[src/rtl/uart_rx_pkg.sv]
package uart_rx_pkg;

  // Frame state of the receiver.
  typedef enum logic {
    RX_IDLE = 1'b0,
    RX_BUSY = 1'b1
  } rx_state_e;

  // Count at which a frame is complete: start plus data bits, each osr
  // samples long, plus the mid-bit phase offset, so the stop bit is never
  // captured.
  function automatic int frame_end_count(input int data_w, input int osr);
    return (data_w + 1) * osr + osr / 2 - 1;
  endfunction

endpackage

[src/rtl/uart_rx_sync.sv]
module uart_rx_sync #(
  parameter int   STAGES   = 2,
  parameter logic IDLE_VAL = 1'b1
) (
  input  logic clk,
  input  logic rst_n,
  input  logic din,
  output logic dout
);

  // STAGES must be at least 2.
  logic [STAGES-1:0] pipe_q;
  logic [STAGES-1:0] pipe_d;

  always_comb begin
    pipe_d = {pipe_q[STAGES-2:0], din};
  end

  always_ff @(posedge clk or negedge rst_n) begin
    if (!rst_n) pipe_q <= {STAGES{IDLE_VAL}};
    else        pipe_q <= pipe_d;
  end

  assign dout = pipe_q[STAGES-1];

endmodule

[src/rtl/uart_rx_frame_ctrl.sv]
module uart_rx_frame_ctrl
  import uart_rx_pkg::*;
#(
  parameter int OSR       = 8,
  parameter int END_COUNT = 75,
  parameter int CNT_W     = 7,
  parameter int PHASE_W   = 3
) (
  input  logic             clk,
  input  logic             rst_n,
  input  logic             tick,
  input  logic             line,
  output logic [CNT_W-1:0] cnt_q,
  output logic             active,
  output logic             proceed_q,
  output logic             frame_done,
  output logic             capture,
  output logic             publish
);

  localparam logic [CNT_W-1:0]   END_VAL  = CNT_W'(END_COUNT);
  localparam logic [CNT_W-1:0]   LAST_VAL = CNT_W'(END_COUNT - 1);
  localparam logic [PHASE_W-1:0] CAPT_PH  = PHASE_W'(OSR / 2 - 1);

  rx_state_e        state_q, state_d;
  logic [CNT_W-1:0] cnt_d;
  logic             proceed_d;
  logic             cnt_en;
  logic             half_bit;
  logic             abandon;
  logic             cnt_clr;

  always_comb begin
    cnt_en     = (state_q == RX_BUSY);
    frame_done = (cnt_q == END_VAL);
    half_bit   = cnt_q[PHASE_W-1];
    abandon    = cnt_en && !proceed_q && half_bit && line;
    cnt_clr    = !cnt_en || frame_done || abandon;

    cnt_d = cnt_q;
    if (tick) begin
      if (cnt_clr) cnt_d = '0;
      else         cnt_d = cnt_q + 1'b1;
    end

    // Self-holding commit flag, forced low by frame completion.
    proceed_d = proceed_q;
    if (tick) begin
      proceed_d = !frame_done && (proceed_q || (cnt_en && half_bit && !line));
    end

    state_d = state_q;
    if (tick) begin
      if (!cnt_en && !line)                    state_d = RX_BUSY;
      else if (cnt_en && (frame_done || abandon)) state_d = RX_IDLE;
    end

    capture = tick && proceed_q && !frame_done && (cnt_q[PHASE_W-1:0] == CAPT_PH);
    publish = tick && proceed_q && (cnt_q == LAST_VAL);
  end

  always_ff @(posedge clk or negedge rst_n) begin
    if (!rst_n) begin
      state_q   <= RX_IDLE;
      cnt_q     <= '0;
      proceed_q <= 1'b0;
    end else begin
      state_q   <= state_d;
      cnt_q     <= cnt_d;
      proceed_q <= proceed_d;
    end
  end

  assign active = (state_q == RX_BUSY);

endmodule

[src/rtl/uart_rx_shifter.sv]
module uart_rx_shifter #(
  parameter int DATA_W = 8
) (
  input  logic              clk,
  input  logic              rst_n,
  input  logic              capture,
  input  logic              publish,
  input  logic              line,
  output logic [DATA_W-1:0] byte_q
);

  logic [DATA_W-1:0] shreg_q, shreg_d;
  logic [DATA_W-1:0] byte_d;

  always_comb begin
    shreg_d = shreg_q;
    if (capture) shreg_d = {line, shreg_q[DATA_W-1:1]};
    byte_d = byte_q;
    if (publish) byte_d = shreg_q;
  end

  always_ff @(posedge clk or negedge rst_n) begin
    if (!rst_n) begin
      shreg_q <= '0;
      byte_q  <= '0;
    end else begin
      shreg_q <= shreg_d;
      byte_q  <= byte_d;
    end
  end

endmodule

[src/rtl/oversampled_uart_rx.sv]
module oversampled_uart_rx #(
  parameter int DATA_W      = 8,
  parameter int OSR         = 8,
  parameter int SYNC_STAGES = 2
) (
  input  logic              clk,
  input  logic              rst_n,
  input  logic              sample_en,
  input  logic              rx_serial,
  output logic [DATA_W-1:0] rx_data,
  output logic              rx_ready
);

  localparam int PHASE_W   = $clog2(OSR);
  localparam int END_COUNT = uart_rx_pkg::frame_end_count(DATA_W, OSR);
  localparam int CNT_W     = $clog2(END_COUNT + 1);

  logic             line_s;
  logic [CNT_W-1:0] cnt_q;
  logic             active;
  logic             proceed_q;
  logic             capture;
  logic             publish;

  uart_rx_sync #(
    .STAGES   (SYNC_STAGES),
    .IDLE_VAL (1'b1)
  ) u_sync (
    .clk  (clk),
    .rst_n(rst_n),
    .din  (rx_serial),
    .dout (line_s)
  );

  uart_rx_frame_ctrl #(
    .OSR      (OSR),
    .END_COUNT(END_COUNT),
    .CNT_W    (CNT_W),
    .PHASE_W  (PHASE_W)
  ) u_ctrl (
    .clk       (clk),
    .rst_n     (rst_n),
    .tick      (sample_en),
    .line      (line_s),
    .cnt_q     (cnt_q),
    .active    (active),
    .proceed_q (proceed_q),
    .frame_done(rx_ready),
    .capture   (capture),
    .publish   (publish)
  );

  uart_rx_shifter #(
    .DATA_W(DATA_W)
  ) u_shift (
    .clk    (clk),
    .rst_n  (rst_n),
    .capture(capture),
    .publish(publish),
    .line   (line_s),
    .byte_q (rx_data)
  );

endmodule

[config.mk]
export PLATFORM = sky130hd
export DESIGN_NAME = oversampled_uart_rx
export DESIGN_NICKNAME = d
export VERILOG_FILES = /design/src/rtl/uart_rx_pkg.sv /design/src/rtl/uart_rx_sync.sv /design/src/rtl/uart_rx_frame_ctrl.sv /design/src/rtl/uart_rx_shifter.sv /design/src/rtl/oversampled_uart_rx.sv
export SDC_FILE = /design/constraint.sdc
export NUM_CORES = 1
export LEC_CHECK = 0
export CELL_PAD_IN_SITES_DETAIL_PLACEMENT = 0
export CELL_PAD_IN_SITES_GLOBAL_PLACEMENT = 1
export CORE_MARGIN = 2
export CORE_UTILIZATION = 47
export CTS_BUF_LIST = sky130_fd_sc_hd__clkbuf_8
export CTS_CLUSTER_SIZE = 25
export DETAILED_ROUTE_END_ITERATION = 7
export PLACE_DENSITY_LB_ADDON = 0.1
export RECOVER_POWER = 50
export SLEW_MARGIN = 20
export SYNTH_ARGS = -nofsm -noshare
export SYNTH_HDL_FRONTEND = slang
export SYNTH_SLANG_ARGS = --single-unit
[constraint.sdc]
create_clock -name clk -period 2.45 [get_ports clk]
set_clock_uncertainty 0.2 [all_clocks]
set_input_delay 0.735 -clock clk [delete_from_list [all_inputs] [get_ports clk]]
set_output_delay 0.735 -clock clk [all_outputs]
set_load 0.01 [all_outputs]
# Word level (Yosys, flattened, before mapping)
# Cells that the tools add are included.
# op_classes
addsub	1
n_eq_ne	3
n_mux	3
reduce_logical	22
# ops
cell	n
== test 7 bit (second input constant)	2
logical AND 1 bit	12
adder 7 x 1 -> 7 bit (second input constant)	1
2-to-1 mux 7 bit	1
logical NOT 1 bit	4
logical OR 1 bit	4
== test 3 x 2 -> 1 bit (second input constant)	1
2-to-1 mux 1 bit	2
AND reduction 2 bit	1
nonzero test 2 bit	1
# word_totals
regBits	27
in_bits	4
out_inout_bits	9

# Depth between registers and ports, before layout
# logic_depth
word_depth	8
depth_mapped	5

# Modules after synthesis
# From an unflattened synthesis, not the netlist that was laid out.
# unflattened
cells_unflattened	94
area_unflattened_um2	1260.0
# modules_own_cells
mod	instances	cells_per_inst	area_each_um2
uart_rx_shifter	1	34	663.1
uart_rx_frame_ctrl	1	58	544.3
uart_rx_sync	1	2	52.6

# Worst setup path before layout
# OpenSTA, ideal clock, no wires.
# synth_path
kind	reg-to-output
startpoint	register u_ctrl.cnt_q[2]
endpoint	output rx_ready
arrival_ps	1156
required_ps	1515
path_slack_ps	359
path_stages_with_launch	3
path_cell_list	dfrtp_1 or4b_4 nor2_8
# synth_between
elab_chain_cells	1
# synth_rtl
element	line_no	rtl
start, declared	uart_rx_frame_ctrl.sv:13	output logic [CNT_W-1:0] cnt_q,
start signal, assigned	uart_rx_frame_ctrl.sv:69	cnt_q <= cnt_d;
== test 7 bit	uart_rx_frame_ctrl.sv:35	frame_done = (cnt_q == END_VAL);
end, declared	oversampled_uart_rx.sv:11	output logic rx_ready
# Every way passes these cells.

# Final worst setup path
# layout_path
startpoint	register u_ctrl.cnt_q[4]
endpoint	output rx_ready
# Same word-level chain as after synthesis.

==> impl_results.md <==
- Clock latency on the worst-skew pair: 0.27 ns
- Power Density: 853 mW/mm^2
- Leak: 0.699 nW
- Largest family of logic cells by synthesized area: multiplexers
- Vias/cell: ~5.3
- Final WL: between 2 and 2.5 mm
- Most common cell in the netlist: dfrtp_1
- Total clock buffers created by CTS: 3
- Post-synthesis mux area share: 18.0%
- Worst EP arrival: 1.47 ns
- Hold slack: 0.160 ns
- Remaining DRCs: 0
- Grt total ovfl: 0
- Syn Area/Cell: 13.2 sq um
- Post-synth ARST share: 100%
- ANT cells: 0
- Fmax: between 400 and 500 MHz
- Dpl cells: 143
- Largest net degree at the start of global routing: 28
- Hold bufs inserted after CTS: 0
- Compound-Gate Fraction of Synth Area: roughly 5.1%
- Die H: 55.1 microns
- Post-Syn Nets: 100
- Post-DRT Antenna Nets: 0
- Synth Cell Area: 0.00123 sq mm
- CTS max path bufs: 2
- Leading area contributor after synthesis: dfrtp_1
- P&R area growth vs syn: 22.5%
- CTS tree: yes
- Run status: finished clean
- # rows: 18
- Synth warn: 0
- Post-synthesis xor/xnor area fraction: 0.713%
- Fin. max-slew vios: 0
- Nets: 126
- Number of top-level pins: 13
- Core area: 0.00248 sq mm
- Overall routing resource usage: between 10% and 20%
- Drt wl/cell: 14.2 microns
- Buf+Inv Stages, Crit Path: 1
- First-pass GRT wire length: roughly 3.6 mm
- Synth area leaders: dfrtp_1 (51%), mux2_4 (9.8%), mux2_2 (8.2%), dfstp_2 (4.3%), ha_1 (3.1%)
- Worst EP required: 1.51 ns
- CP startpoint kind: flip-flop
- Max_cap viols: 0
- Vias in the first global route: about 790
- Die ar.: 0.00304 sq mm
- CTS clk-pin slew, worst paths: roughly 0.1 ns
- Crit-path cells: or4b_4, nor2_8, buf_6
- Core Util, Final: approximately 61%
- PortBufs: 12
- PnR Total Power: between 1 and 1.5 mW
- Routed via count: 783
- Detailed Routing Iterations Pass 1: 4
- CTS H-Tree Depth: 1
- Initial antenna violation count: 0
- Slowest CP cell: or4b_4
- Crit path time final: 2.40 ns
- Share of layout cells above drive strength 1: roughly a third
- GPL Wtd Cong: 0.816
- Non-Filler Instances: roughly 150
- Adder-Cell Fraction of Synth Area: 3.05%
- Predominant post-synthesis flop cell: dfrtp_1
- Root Driver: clkbuf_8
- Syn Inst Count: 93
- Crit. End Element: output port
- Post-synth top cells: dfrtp_1 (25), mux2_2 (9), mux2_4 (8)
- Post-synth EDFFs: 0
- Die width: 55.1 microns
- Fin crit share: 98.1%
- Initial detailed-routing violation count: 14
- Fin. Hold Viols: 0
- Initial Util: 49.6%
- VDD IR max: 444 uV
- Sum of negative setup slack: 0 ns
- Clock sinks: 27
- Critical path class: reg2out
- Rel. slew slack: 55.6%
- Delay-heaviest family, CP: simple AND/OR/NAND/NOR gates
- Register area share after synthesis: 55.2%
- # setup viols final: 0
- RSZ-0062 raised after global routing: false
- Post-synthesis simple-gate area fraction: ~16%
- Post-DP HPWL: about 1.5 mm
- Worst Path Max Fanout: 2
- Top cell type's share of synthesized area: 50.9%
- Least-Margin Pin Slew: around 0.67 ns
- Worst Hold Class: reg2reg
- CP peak stage delay: 0.59 ns
- Synthesis-stage register bit count: 27
- Netlist cell types: 32
==> worst register-to-register path, delay by kind of cell, from the launching register on <==
kind                   cells  cell delay, ns
buffers and inverters      1            0.32
multiplexers               1            0.32
flip-flops                 1            0.40
AND/OR/NAND/NOR            3            0.85
==> power by group <==
part / total, mW / switching (mW) / leakage, nW / internal, mW
clock: 0.253 / 0.138 / 0.0217 / 0.115
sequential: 0.630 / 0.0776 / 0.335 / 0.552
combinational: 0.401 / 0.173 / 0.342 / 0.228
total: 1.28 / 0.389 / 0.699 / 0.895
==> worst paths after layout <==
kind | startpoint | to | slack [ns] | depth (start not counted)
max reg2reg | u_ctrl.cnt_q[4]$_DFFE_PN0P_ | u_shift.shreg_q[2]$_DFFE_PN0P_ | 0.24 | 5
min | u_sync.pipe_q[0]$_DFF_PN1_ | u_sync.pipe_q[1]$_DFF_PN1_ | 0.16 | 0
max | u_ctrl.cnt_q[4]$_DFFE_PN0P_ | rx_ready | 0.05 | 3
max in group asynchronous | rst_n | u_ctrl.cnt_q[5]$_DFFE_PN0P_ | 0.81 | 2
min reg2reg | u_sync.pipe_q[0]$_DFF_PN1_ | u_sync.pipe_q[1]$_DFF_PN1_ | 0.16 | 0
min in group asynchronous | rst_n | u_shift.byte_q[4]$_DFFE_PN0P_ | 0.82 | 2
==> layout make-up <==
type                            count  area, sq um
Tap cell                           30         37.5
Multi-Input combinational cell     60          528
Sequential cell                    27          678
Clock inverter                      1         7.51
Clock buffer                        3         41.3
Inverter                            4         15.0
Timing Repair Buffer               23          198
Fill cell                         208          972
==> layout by cell type, fill, tap and decap left out, types with 4 or more instances in the layout <==
| cell | netlist | layout |
|---|---|---|
| mux2_4 | 8 | 8 |
| mux2_2 | 9 | 9 |
| inv_1 | 4 | 4 |
| clkdlybuf4s50_1 | 0 | 8 |
| nand3_1 | 4 | 4 |
| buf_4 | 0 | 9 |
| dfrtp_1 | 25 | 25 |
| nand2_1 | 5 | 5 |
==> per-stage QoR <==
step / instance area [sq um] / setup slack, ns
6_report: 1510 / 0.0457
3_3_place_gp: 1450 / -0.0438
2_1_floorplan: 1230 / 0.359
4_1_cts: 1500 / 0.0339
3_5_place_dp: 1450 / -0.0872
5_1_grt: 1510 / 0.0160
==> repair_timing <==
item	4_1_cts	5_1_grt
pin swaps	1	1
setup buffers	0	1
endpoints found under the setup margin	1	1
gates resized for setup	4	1
==> kinds of logic (layout without fill, tap and decap cells) <==
logic type,after synthesis,count (layout)
simple gates,29,29
flops,27,27
mux,17,17
compound gates,10,10
buf+inv,6,31
fa+ha+maj,3,3
xor+xnor,1,1
==> sequential cells by signal, summed over array words and instances (netlist names) <==
register	count
u_shift.byte_q	8
u_shift.shreg_q	8
u_ctrl.cnt_q	7
u_sync.pipe_q	2
u_ctrl.active	1
u_ctrl.proceed_q	1
==> metal layers <==
metal,global-route usage (%),wire [microns]
met5,0,0
met4,7.32,19
met3,3.23,72
met2,29.0,1020
met1,22.4,995
Note: power is estimated with default switching activity, not from simulation.
